==> config.mk <==
export PLATFORM = sky130hd
export DESIGN_NAME = intr_prio_ctrl
export DESIGN_NICKNAME = d
export VERILOG_FILES = /design/src/rtl/intr_prio_pkg.sv /design/src/rtl/intr_cfg_regs.sv /design/src/rtl/intr_arbiter.sv /design/src/rtl/intr_svc_tracker.sv /design/src/rtl/intr_prio_ctrl.sv
export SDC_FILE = /design/constraint.sdc
export NUM_CORES = 1
export LEC_CHECK = 0
export BUFFER_PORTS_ARGS = -buffer_cell sky130_fd_sc_hd__buf_2
export CAP_MARGIN = 15
export CORE_MARGIN = 3
export CORE_UTILIZATION = 54
export CTS_CLUSTER_DIAMETER = 80
export CTS_CLUSTER_SIZE = 12
export DETAILED_ROUTE_END_ITERATION = 8
export PLACE_DENSITY = 0.83
export REMOVE_ABC_BUFFERS = 1
export SYNTH_ARGS = -nofsm -noshare
export SYNTH_HDL_FRONTEND = slang
export SYNTH_SLANG_ARGS = --single-unit
==> constraint.sdc <==
create_clock -name clk -period 7.93 [get_ports clk]
set_clock_uncertainty 0.15 [all_clocks]
set_input_delay 1.1895 -clock clk [delete_from_list [all_inputs] [get_ports clk]]
set_output_delay 1.1895 -clock clk [all_outputs]
set_load 0.05 [all_outputs]
==> src/rtl/intr_prio_pkg.sv <==
// Package: shared sizes and types for the interrupt priority controller.
// Assumes five sources and four levels; the level width follows from the level count.
package intr_prio_pkg;
    localparam int NUM_SRC  = 5;
    localparam int NUM_LVL  = 4;
    localparam int LVL_W    = $clog2(NUM_LVL);
    localparam int VEC_W    = $clog2(NUM_SRC);
    localparam int CFG_W    = 8;
    localparam int GLB_BIT  = CFG_W - 1;
    localparam int SEL_W    = 2;

    localparam logic [CFG_W-1:0] SRC_MASK = CFG_W'((1 << NUM_SRC) - 1);
    localparam logic [CFG_W-1:0] EN_MASK  = SRC_MASK | CFG_W'(1 << GLB_BIT);

    typedef enum logic [SEL_W-1:0] {
        SEL_ENABLE  = 2'd0,
        SEL_PRIO_LO = 2'd1,
        SEL_PRIO_HI = 2'd2,
        SEL_NONE    = 2'd3
    } cfg_sel_e;

    typedef logic [LVL_W-1:0] lvl_t;
    typedef logic [VEC_W-1:0] vec_t;
endpackage

==> src/rtl/intr_cfg_regs.sv <==
// Module: configuration registers (enable, low priority, high priority).
// Masks each write so reserved bits stay zero. Read data is combinational on the select.
module intr_cfg_regs
    import intr_prio_pkg::*;
(
    input  logic                 clk,
    input  logic                 rst_n,
    input  logic                 we,
    input  logic [SEL_W-1:0]     sel,
    input  logic [CFG_W-1:0]     wdata,
    output logic [CFG_W-1:0]     rdata,
    output logic                 glb_en,
    output logic [NUM_SRC-1:0]   src_en,
    output logic [NUM_SRC-1:0]   prio_lo,
    output logic [NUM_SRC-1:0]   prio_hi
);
    logic [CFG_W-1:0] en_q, lo_q, hi_q;

    // Register writes, with reserved bits masked off.
    always_ff @(posedge clk) begin
        if (!rst_n) begin
            en_q <= '0;
            lo_q <= '0;
            hi_q <= '0;
        end else if (we) begin
            case (cfg_sel_e'(sel))
                SEL_ENABLE:  en_q <= wdata & EN_MASK;
                SEL_PRIO_LO: lo_q <= wdata & SRC_MASK;
                SEL_PRIO_HI: hi_q <= wdata & SRC_MASK;
                default: ;
            endcase
        end
    end

    // Read multiplexer.
    always_comb begin
        case (cfg_sel_e'(sel))
            SEL_ENABLE:  rdata = en_q;
            SEL_PRIO_LO: rdata = lo_q;
            SEL_PRIO_HI: rdata = hi_q;
            default:     rdata = '0;
        endcase
    end

    assign glb_en  = en_q[GLB_BIT];
    assign src_en  = en_q[NUM_SRC-1:0];
    assign prio_lo = lo_q[NUM_SRC-1:0];
    assign prio_hi = hi_q[NUM_SRC-1:0];
endmodule

==> src/rtl/intr_arbiter.sv <==
// Module: combinational winner select among pending sources.
// The highest level wins; a tie goes to the lowest index because only a strictly greater level replaces the current best.
module intr_arbiter
    import intr_prio_pkg::*;
(
    input  logic [NUM_SRC-1:0]            pend,
    input  logic [NUM_SRC-1:0][LVL_W-1:0] src_lvl,
    output logic                          win_valid,
    output vec_t                          win_idx,
    output lvl_t                          win_lvl
);
    // Scan sources in ascending order and keep the best so far.
    always_comb begin
        win_valid = 1'b0;
        win_idx   = '0;
        win_lvl   = '0;
        for (int i = 0; i < NUM_SRC; i++) begin
            if (pend[i] && (!win_valid || src_lvl[i] > win_lvl)) begin
                win_valid = 1'b1;
                win_idx   = vec_t'(i);
                win_lvl   = src_lvl[i];
            end
        end
    end
endmodule

==> src/rtl/intr_svc_tracker.sv <==
// Module: in-service level bookkeeping for nesting.
// Sets the acknowledged level and clears the highest set level on return. Reports the top level in service.
module intr_svc_tracker
    import intr_prio_pkg::*;
(
    input  logic               clk,
    input  logic               rst_n,
    input  logic               set_en,
    input  lvl_t               set_lvl,
    input  logic               rel,
    output logic [NUM_LVL-1:0] in_svc,
    output logic               any_svc,
    output lvl_t               top_lvl
);
    logic [NUM_LVL-1:0] svc_q, svc_nxt;

    // Find the highest level in service.
    always_comb begin
        top_lvl = '0;
        for (int l = 0; l < NUM_LVL; l++) begin
            if (svc_q[l]) top_lvl = lvl_t'(l);
        end
    end

    assign any_svc = |svc_q;

    // Next state: release the top level first, then set the acknowledged one.
    always_comb begin
        svc_nxt = svc_q;
        if (rel && any_svc) svc_nxt[top_lvl] = 1'b0;
        if (set_en)         svc_nxt[set_lvl] = 1'b1;
    end

    // In-service register.
    always_ff @(posedge clk) begin
        if (!rst_n) svc_q <= '0;
        else        svc_q <= svc_nxt;
    end

    assign in_svc = svc_q;
endmodule

==> src/rtl/intr_prio_ctrl.sv <==
// Module: top of the four-level interrupt priority controller.
// Gates the flags with the enables, arbitrates them, and holds the presented vector until the core acknowledges it.
// Assumes the core clears the source flag inside its service routine.
module intr_prio_ctrl
    import intr_prio_pkg::*;
(
    input  logic                 clk,
    input  logic                 rst_n,
    input  logic                 cfg_we,
    input  logic [SEL_W-1:0]     cfg_sel,
    input  logic [CFG_W-1:0]     cfg_wdata,
    output logic [CFG_W-1:0]     cfg_rdata,
    input  logic [NUM_SRC-2:0]   hw_flag,
    input  logic                 rx_done,
    input  logic                 tx_done,
    input  logic                 irq_ack,
    input  logic                 reti,
    output logic                 irq_req,
    output logic [VEC_W-1:0]     irq_vec,
    output logic [NUM_LVL-1:0]   in_svc
);
    logic                          glb_en;
    logic [NUM_SRC-1:0]            src_en, prio_lo, prio_hi, src_flag, pend;
    logic [NUM_SRC-1:0][LVL_W-1:0] src_lvl;
    logic                          win_valid, any_svc, present, ack_take;
    vec_t                          win_idx;
    lvl_t                          win_lvl, top_lvl, pres_lvl_q;
    logic                          req_q;
    vec_t                          vec_q;

    intr_cfg_regs u_regs (
        .clk     (clk),
        .rst_n   (rst_n),
        .we      (cfg_we),
        .sel     (cfg_sel),
        .wdata   (cfg_wdata),
        .rdata   (cfg_rdata),
        .glb_en  (glb_en),
        .src_en  (src_en),
        .prio_lo (prio_lo),
        .prio_hi (prio_hi)
    );

    // The serial source combines the receive and transmit flags.
    assign src_flag = {rx_done | tx_done, hw_flag};

    // Build each source's gated request and its two-bit level.
    for (genvar g = 0; g < NUM_SRC; g++) begin : g_src
        assign pend[g]    = src_flag[g] & src_en[g] & glb_en;
        assign src_lvl[g] = {prio_hi[g], prio_lo[g]};
    end

    intr_arbiter u_arb (
        .pend      (pend),
        .src_lvl   (src_lvl),
        .win_valid (win_valid),
        .win_idx   (win_idx),
        .win_lvl   (win_lvl)
    );

    // Present the winner only when it is strictly above every level in service.
    assign present  = win_valid && (!any_svc || (win_lvl > top_lvl));
    assign ack_take = req_q && irq_ack;

    // Presentation register: load when idle, hold until acknowledged.
    always_ff @(posedge clk) begin
        if (!rst_n) begin
            req_q      <= 1'b0;
            vec_q      <= '0;
            pres_lvl_q <= '0;
        end else if (req_q) begin
            if (irq_ack) req_q <= 1'b0;
        end else if (present) begin
            req_q      <= 1'b1;
            vec_q      <= win_idx;
            pres_lvl_q <= win_lvl;
        end
    end

    intr_svc_tracker u_svc (
        .clk     (clk),
        .rst_n   (rst_n),
        .set_en  (ack_take),
        .set_lvl (pres_lvl_q),
        .rel     (reti),
        .in_svc  (in_svc),
        .any_svc (any_svc),
        .top_lvl (top_lvl)
    );

    assign irq_req = req_q;
    assign irq_vec = vec_q;
endmodule

; Word-level counts from Yosys, hierarchy flattened
; Cells that the tools add are included.
[totals]
ff_bits = 26
in_bits = 21
out_inout_bits = 16
word_cells = 85
[classes]
n_lt_le_gt_ge = 9
n_eq_ne = 2
muxes = 27
n_bitwise = 15
reduce_logical = 25
[ops]
columns = cell, count
row1 = $pmux 8 s3, 1
row2 = $mux 2, 9
row3 = $mux 1, 12
row4 = $and 1x1->1, 10
row5 = $gt 2x2->1, 5
row6 = $logic_and 1x1->1, 9
row7 = $mux 4, 2
row8 = $reduce_and 2->1, 4
row9 = $lt 2x3->1 const B, 2
row10 = $logic_not 1->1, 5
row11 = $logic_or 1x1->1, 5
row12 = $and 4x4->4, 1
row13 = $demux 1 s2, 2
row14 = $ge 2x1->1 const B, 2
row15 = $not 4->4, 1
row16 = $or 4x4->4, 1
row17 = $reduce_or 4->1, 1
row18 = $mux 3, 1
row19 = $eq 2x1->1 const B, 1
row20 = $eq 2x2->1 const B, 1
row21 = $logic_not 2->1, 1
row22 = $not 1->1, 1
row23 = $or 1x1->1, 1

; Longest topological paths before layout
[logic_depth]
depth_word = 24
depth_mapped = 33
depth_no_buf = 33

; Modules after synthesis
; Synthesis repeated with hierarchy kept, for this count alone.
[hier_totals]
hier_cells = 196
hier_area_um2 = 1726.7
[by_module_without_submodules]
columns = module, n_inst, cells_per_inst, area_per_inst_um2, seq_area_each_um2
row1 = intr_cfg_regs, 1, 76, 757.0, 320.3
row2 = intr_arbiter, 1, 59, 426.7, 0.0
row3 = intr_prio_ctrl, 1, 40, 349.1, 120.1
row4 = intr_svc_tracker, 1, 21, 193.9, 80.1

; Least setup slack after synthesis
; No wires, ideal clock.
[synth_path]
path_kind = input -> register
from = input hw_flag[0]
to = register pres_lvl_q[1]
setup_ns = 0.059
t_arrival_ns = 7.133
required_ns = 7.721
path_slack_ns = 0.588
cell_stages = 31
n_path_buf = 0
cell_sequence = and3_4 > nand2_1 > ha_1 > nor2b_1 > o21ai_2 > a211oi_4 > a22oi_1 > ha_1 > nor2b_1 > a2bb2oi_1 > o2111a_1 > a221oi_2 > or2_2 > ha_1 > nor2b_1 > o21ai_0 > a21oi_2 > o31ai_2 > inv_1 > ha_1 > nor2b_1 > o21ai_0 > a21oi_1 > mux2_1 > ha_1 > nor2b_1 > a2bb2oi_2 > o221ai_4 > a211o_1 > o21ai_1 > a31o_1
[synth_via]
elab_chain_len = 23
elab_cells_between_ends = 32
classes_between = order compare: 5 / mux: 10 / bitwise: 2 / reduce/logical: 15
[synth_lines]
columns = item, line
row1 = "start, declared", intr_prio_ctrl.sv:13  ; input logic [NUM_SRC-2:0] hw_flag,
row2 = $and 1x1->1 (*) (2 in series), intr_prio_ctrl.sv:49  ; assign pend[g] = src_flag[g] & src_en[g] & glb_en;
row3 = $mux 2 or $mux 1 (tied branches), intr_arbiter.sv:18  ; if (pend[i] && (!win_valid || src_lvl[i] > win_lvl)) begin
row4 = $gt 2x2->1 or $logic_not 1->1 (tied branches), intr_arbiter.sv:18
row5 = $logic_or 1x1->1, intr_arbiter.sv:18
row6 = $logic_and 1x1->1, intr_arbiter.sv:18
row7 = $mux 2 or $mux 1 (tied branches), intr_arbiter.sv:18
row8 = $gt 2x2->1 or $logic_not 1->1 (tied branches), intr_arbiter.sv:18
row9 = $logic_or 1x1->1, intr_arbiter.sv:18
row10 = (+7 left out), n/a
row11 = $logic_or 1x1->1, intr_arbiter.sv:18
row12 = $logic_and 1x1->1, intr_arbiter.sv:18
row13 = $mux 2 (*), intr_arbiter.sv:18
row14 = named net u_arb.win_lvl[1], intr_arbiter.sv:10  ; output lvl_t win_lvl
row15 = $gt 2x2->1, intr_prio_ctrl.sv:62  ; assign present = win_valid && (!any_svc || (win_lvl > top_lvl));
row16 = $logic_or 1x1->1, intr_prio_ctrl.sv:62
row17 = $logic_and 1x1->1, intr_prio_ctrl.sv:62
row18 = $reduce_and 2->1 (no source line), n/a
row19 = "end signal, assigned", intr_prio_ctrl.sv:76  ; pres_lvl_q <= win_lvl;
row20 = "end, declared", intr_prio_ctrl.sv:27  ; lvl_t win_lvl, top_lvl, pres_lvl_q;
; The timed path passes the listed nets; every way through them passes the cells marked *.
; A chain may end at the register's enable or synchronous reset.

; Worst setup path after layout
; Ends and elaborated chain as after synthesis.

==> implementation parameters <==
Parameter                              Value

Status
  Outcome    finished, final reports clean

CTS
  Clock insertion delay at the later pin of the skew report    0.32 ns
  Clock Path Buffers    2
  CTS hold repair buffers    0
  Total number of clock tree sinks    26
  Clock root buffer master    clkbuf_4
  CTS tree    built
  Number of buffers created by CTS    3
  Number of setup buffers added after CTS    0
  Htree depth    1
  Clock transition at the registers of the reported paths    0.13 ns

STA
  Least-Margin Pin Slew    0.7551 ns
  Max-Slew Margin vs Limit    0.4956
  Final critical-path share of the clock period    0.9344
  Period minus WS final    7.410 ns
  Max Clk Rate    0.1350 GHz
  Hold violation count in the final report    0
  RSZ-0062 raised after global routing    no
  Number of endpoints failing setup at the final stage    0
  Aggregate negative setup slack    0 ns
  Max-slew violation count    0

Die
  # IOs    37
  Die Wd    62.51 um
  Die Y    62.51 um
  Die area    3907 um^2
  Placement Rows    19
  Core box area    2900 um^2
  Initial standard-cell utilization of the core    0.5945

Critical path
  Category of the worst setup path capture point    flip-flop
  Beginning of the worst register-to-register path    u_regs.en_q[7]
  Worst-path cell with the longest stage delay    mux2_1
  Slowest cell delay on critical path    0.35 ns
  CP Class    in2reg
  Startpoint kind of the worst setup timing path    primary input
  Path depth of the worst reg2reg path    31
  Required arrival time at the worst endpoint    8.06 ns
  Critical path arrival    7.54 ns
  Cell family with most CP delay    compound AO/OA/AOI/OAI gates
  Bufs and invs on worst path    2
  Register-to-register path setup slack    0.93 ns
  Maximum fanout encountered on the critical timing path    7
  Worst flop-to-flop path endpoint    pres_lvl_q[1]
  Logic depth of the worst setup path including buffers    32

Final layout
  Share of post-route cells with drive strength above 1    0.2325
  Register cell area after layout    520.5 um^2
  Relative area change from synthesis to final layout    12.34%
  Final-layout fill cell count    260
  End-of-flow core utilization    0.6678
  Nets    261
  Multi-input logic area    1129 um^2
  Inserted Diodes    0

Routing
  Detail-routed via count per cell    5.496
  Count of unresolved DRC violations after routing    0
  Wire length after detailed routing    3.660 mm
  Count of nets left with antenna violations after detail routing    0
  Initial detailed-routing violation count    58
  Number of vias in the routed layout    1484
  First-pass detailed-route iteration total    4
  Detailed-route wire length per cell    13.56 um

Synth
  Flop and latch count out of synthesis    26
  Number of enable-type register cells in the synthesized netlist    0
  Number of standard cells after synthesis    199
  Top cells by area, synth    dfxtp_1 (30%), mux2i_1 (8.7%), ha_1 (7.3%), nor2b_1 (6.5%), nand2_1 (6.1%)
  Mean Syn Cell Area    8.664 um^2
  Seq/Total Area, Yosys    0.3019
  Number of distinct library cells after synthesis    47
  Yosys top cell by area    dfxtp_1
  Combined area of all synthesized cells    1724 um^2
  Top cell type's share of synthesized area    0.3019
  Synthesis warning total    0
  Flip-flop cell with the highest count after synthesis    dfxtp_1
  Async S/R FF share, synth    0

Global route
  Vias in the first global route    1306
  GRT Residual Overflow    0
  Overall fraction of global-route tracks in use    0.1901
  Global-route wire length before repair    6.058 mm
  Maximum number of pins on one net before global-route repair    31
  Antenna violations before repair    0

Placed design
  Estimated wirelength of the detail-placed design    2.862 mm
  Routability congestion estimate from global placement    0.7750
  Number of port buffers    32

Worst hold path
  Worst hold path stage count    2
  Endpoint, Worst Hold    irq_vec[2]
  Worst Min Path Start    irq_vec[2]
  Min-Delay Path Class    reg2reg

Power
  Leakage power    0.8049 nW
  Ratio of total power to cell area    116.6 nW/um^2
  Maximum vdd drop    100.3 uV

Job
  Number of maximum-capacitance constraint violations    0
-- registers in the layout, summed over array words and instances, names as in the netlist --
register / flops
pres_lvl_q: 2
irq_req: 1
u_regs.lo_q: 5
irq_vec: 3
u_svc.in_svc: 4
u_regs.hi_q: 5
u_regs.en_q: 6
-- logic make-up after synthesis --
logic type | count (synthesis) | share of synthesized area
AOI/OAI and AO/OA | 51 | 0.2533
adders and majority gates | 10 | 0.07257
buffers and inverters | 19 | 0.04572
DFF | 26 | 0.3019
muxes | 16 | 0.09361
other | 1 | 0.002175
and+or+nand+nor | 76 | 0.2308
-- worst max-delay path by stage --
| stage | start | end | slack [ns] |
|---|---|---|---|
| final | hw_flag[0] | pres_lvl_q[1] | 0.52 |
| after global routing | hw_flag[0] | pres_lvl_q[1] | 0.02 |
| after CTS | hw_flag[0] | pres_lvl_q[1] | 0.45 |
| after detailed placement | hw_flag[0] | pres_lvl_q[1] | 0.14 |
| after global placement | hw_flag[0] | pres_lvl_q[1] | 0.21 |
| after floorplan | hw_flag[0] | pres_lvl_q[1] | 0.59 |
-- worst register-to-register path, delay by kind of cell (launching register included) --
kind                     cells  cell delay [ns]
adder cells (fa/ha/maj)      5             1.48
buffers and inverters        1             0.08
flip-flops                   1             0.50
AND/OR/NAND/NOR              8             1.37
multiplexers                 1             0.35
AO/OA/AOI/OAI               16             3.04
-- power breakdown --
part           internal, mW  switching (mW)
logic                0.0122          0.0203
clock network        0.0178          0.0379
registers             0.133         0.00400
-- cell usage after synthesis (all sizes together) (2+ instances only) --
library cell	count
a21oi	4
a221oi	2
nand3	9
o31ai	4
dfxtp	26
o21ai	15
a31o	2
and2	4
a22oi	3
mux2i	15
inv	10
a2bb2oi	2
clkbuf	7
a21boi	9
nor2b	18
nor2	9
nand2	28
o211ai	2
buf	2
ha	10
-- timing repair --
action                                 CTS  global route
endpoints found under the hold margin    0             0
setup endpoints to repair                0             3
resized for setup                        0             1
-- per-stage QoR --
stage               hold slack, ns  instances  worst slack, ns  power (mW)  instance area, um^2
floorplan                   0.3240        191           0.5883      0.1586                 1687
global placement            0.3007        267           0.2095      0.1717                 1914
detailed placement          0.3082        267           0.1393      0.1726                 1914
CTS                         0.3267        270           0.4538      0.2276                 1937
global route                0.3502        270          0.01752      0.2362                 1937
finish                      0.3270        270           0.5199      0.2258                 1937
-- metal layers --
layer	up-vias	global-route usage	routed length [um]
li1	758	-	-
met1	691	0.2585	1813
met2	31	0.3049	1644
met3	4	0.03957	167
met4	0	0.04959	34
met5	-	0	0
-- cells in the final DEF (no fill, tap or decap), types with 2 or more instances in the layout --
cell type and n:
dfxtp_1 26, mux2i_1 15, inv_1 9, buf_4 2
a221oi_2 2, nor2_1 9, o31ai_2 2, and2_1 4
o31ai_1 2, nand3_1 9, a21boi_0 8, o21ai_0 11
buf_2 32, a22oi_1 2, a21oi_1 3, a31o_1 2
ha_1 10, nor2b_1 18, nand2_1 28, conb_1 2
o21ai_1 3, clkbuf_4 3
-- area by class of cell --
class / instances / area share
Tap cell: 42 / 0.02713
Clock buffer: 3 / 0.01163
Timing Repair Buffer: 34 / 0.09044
Sequential cell: 26 / 0.2687
Inverter: 10 / 0.01938
Multi-Input combinational cell: 155 / 0.5827
No activity file was read; power rests on OpenSTA's default activity.
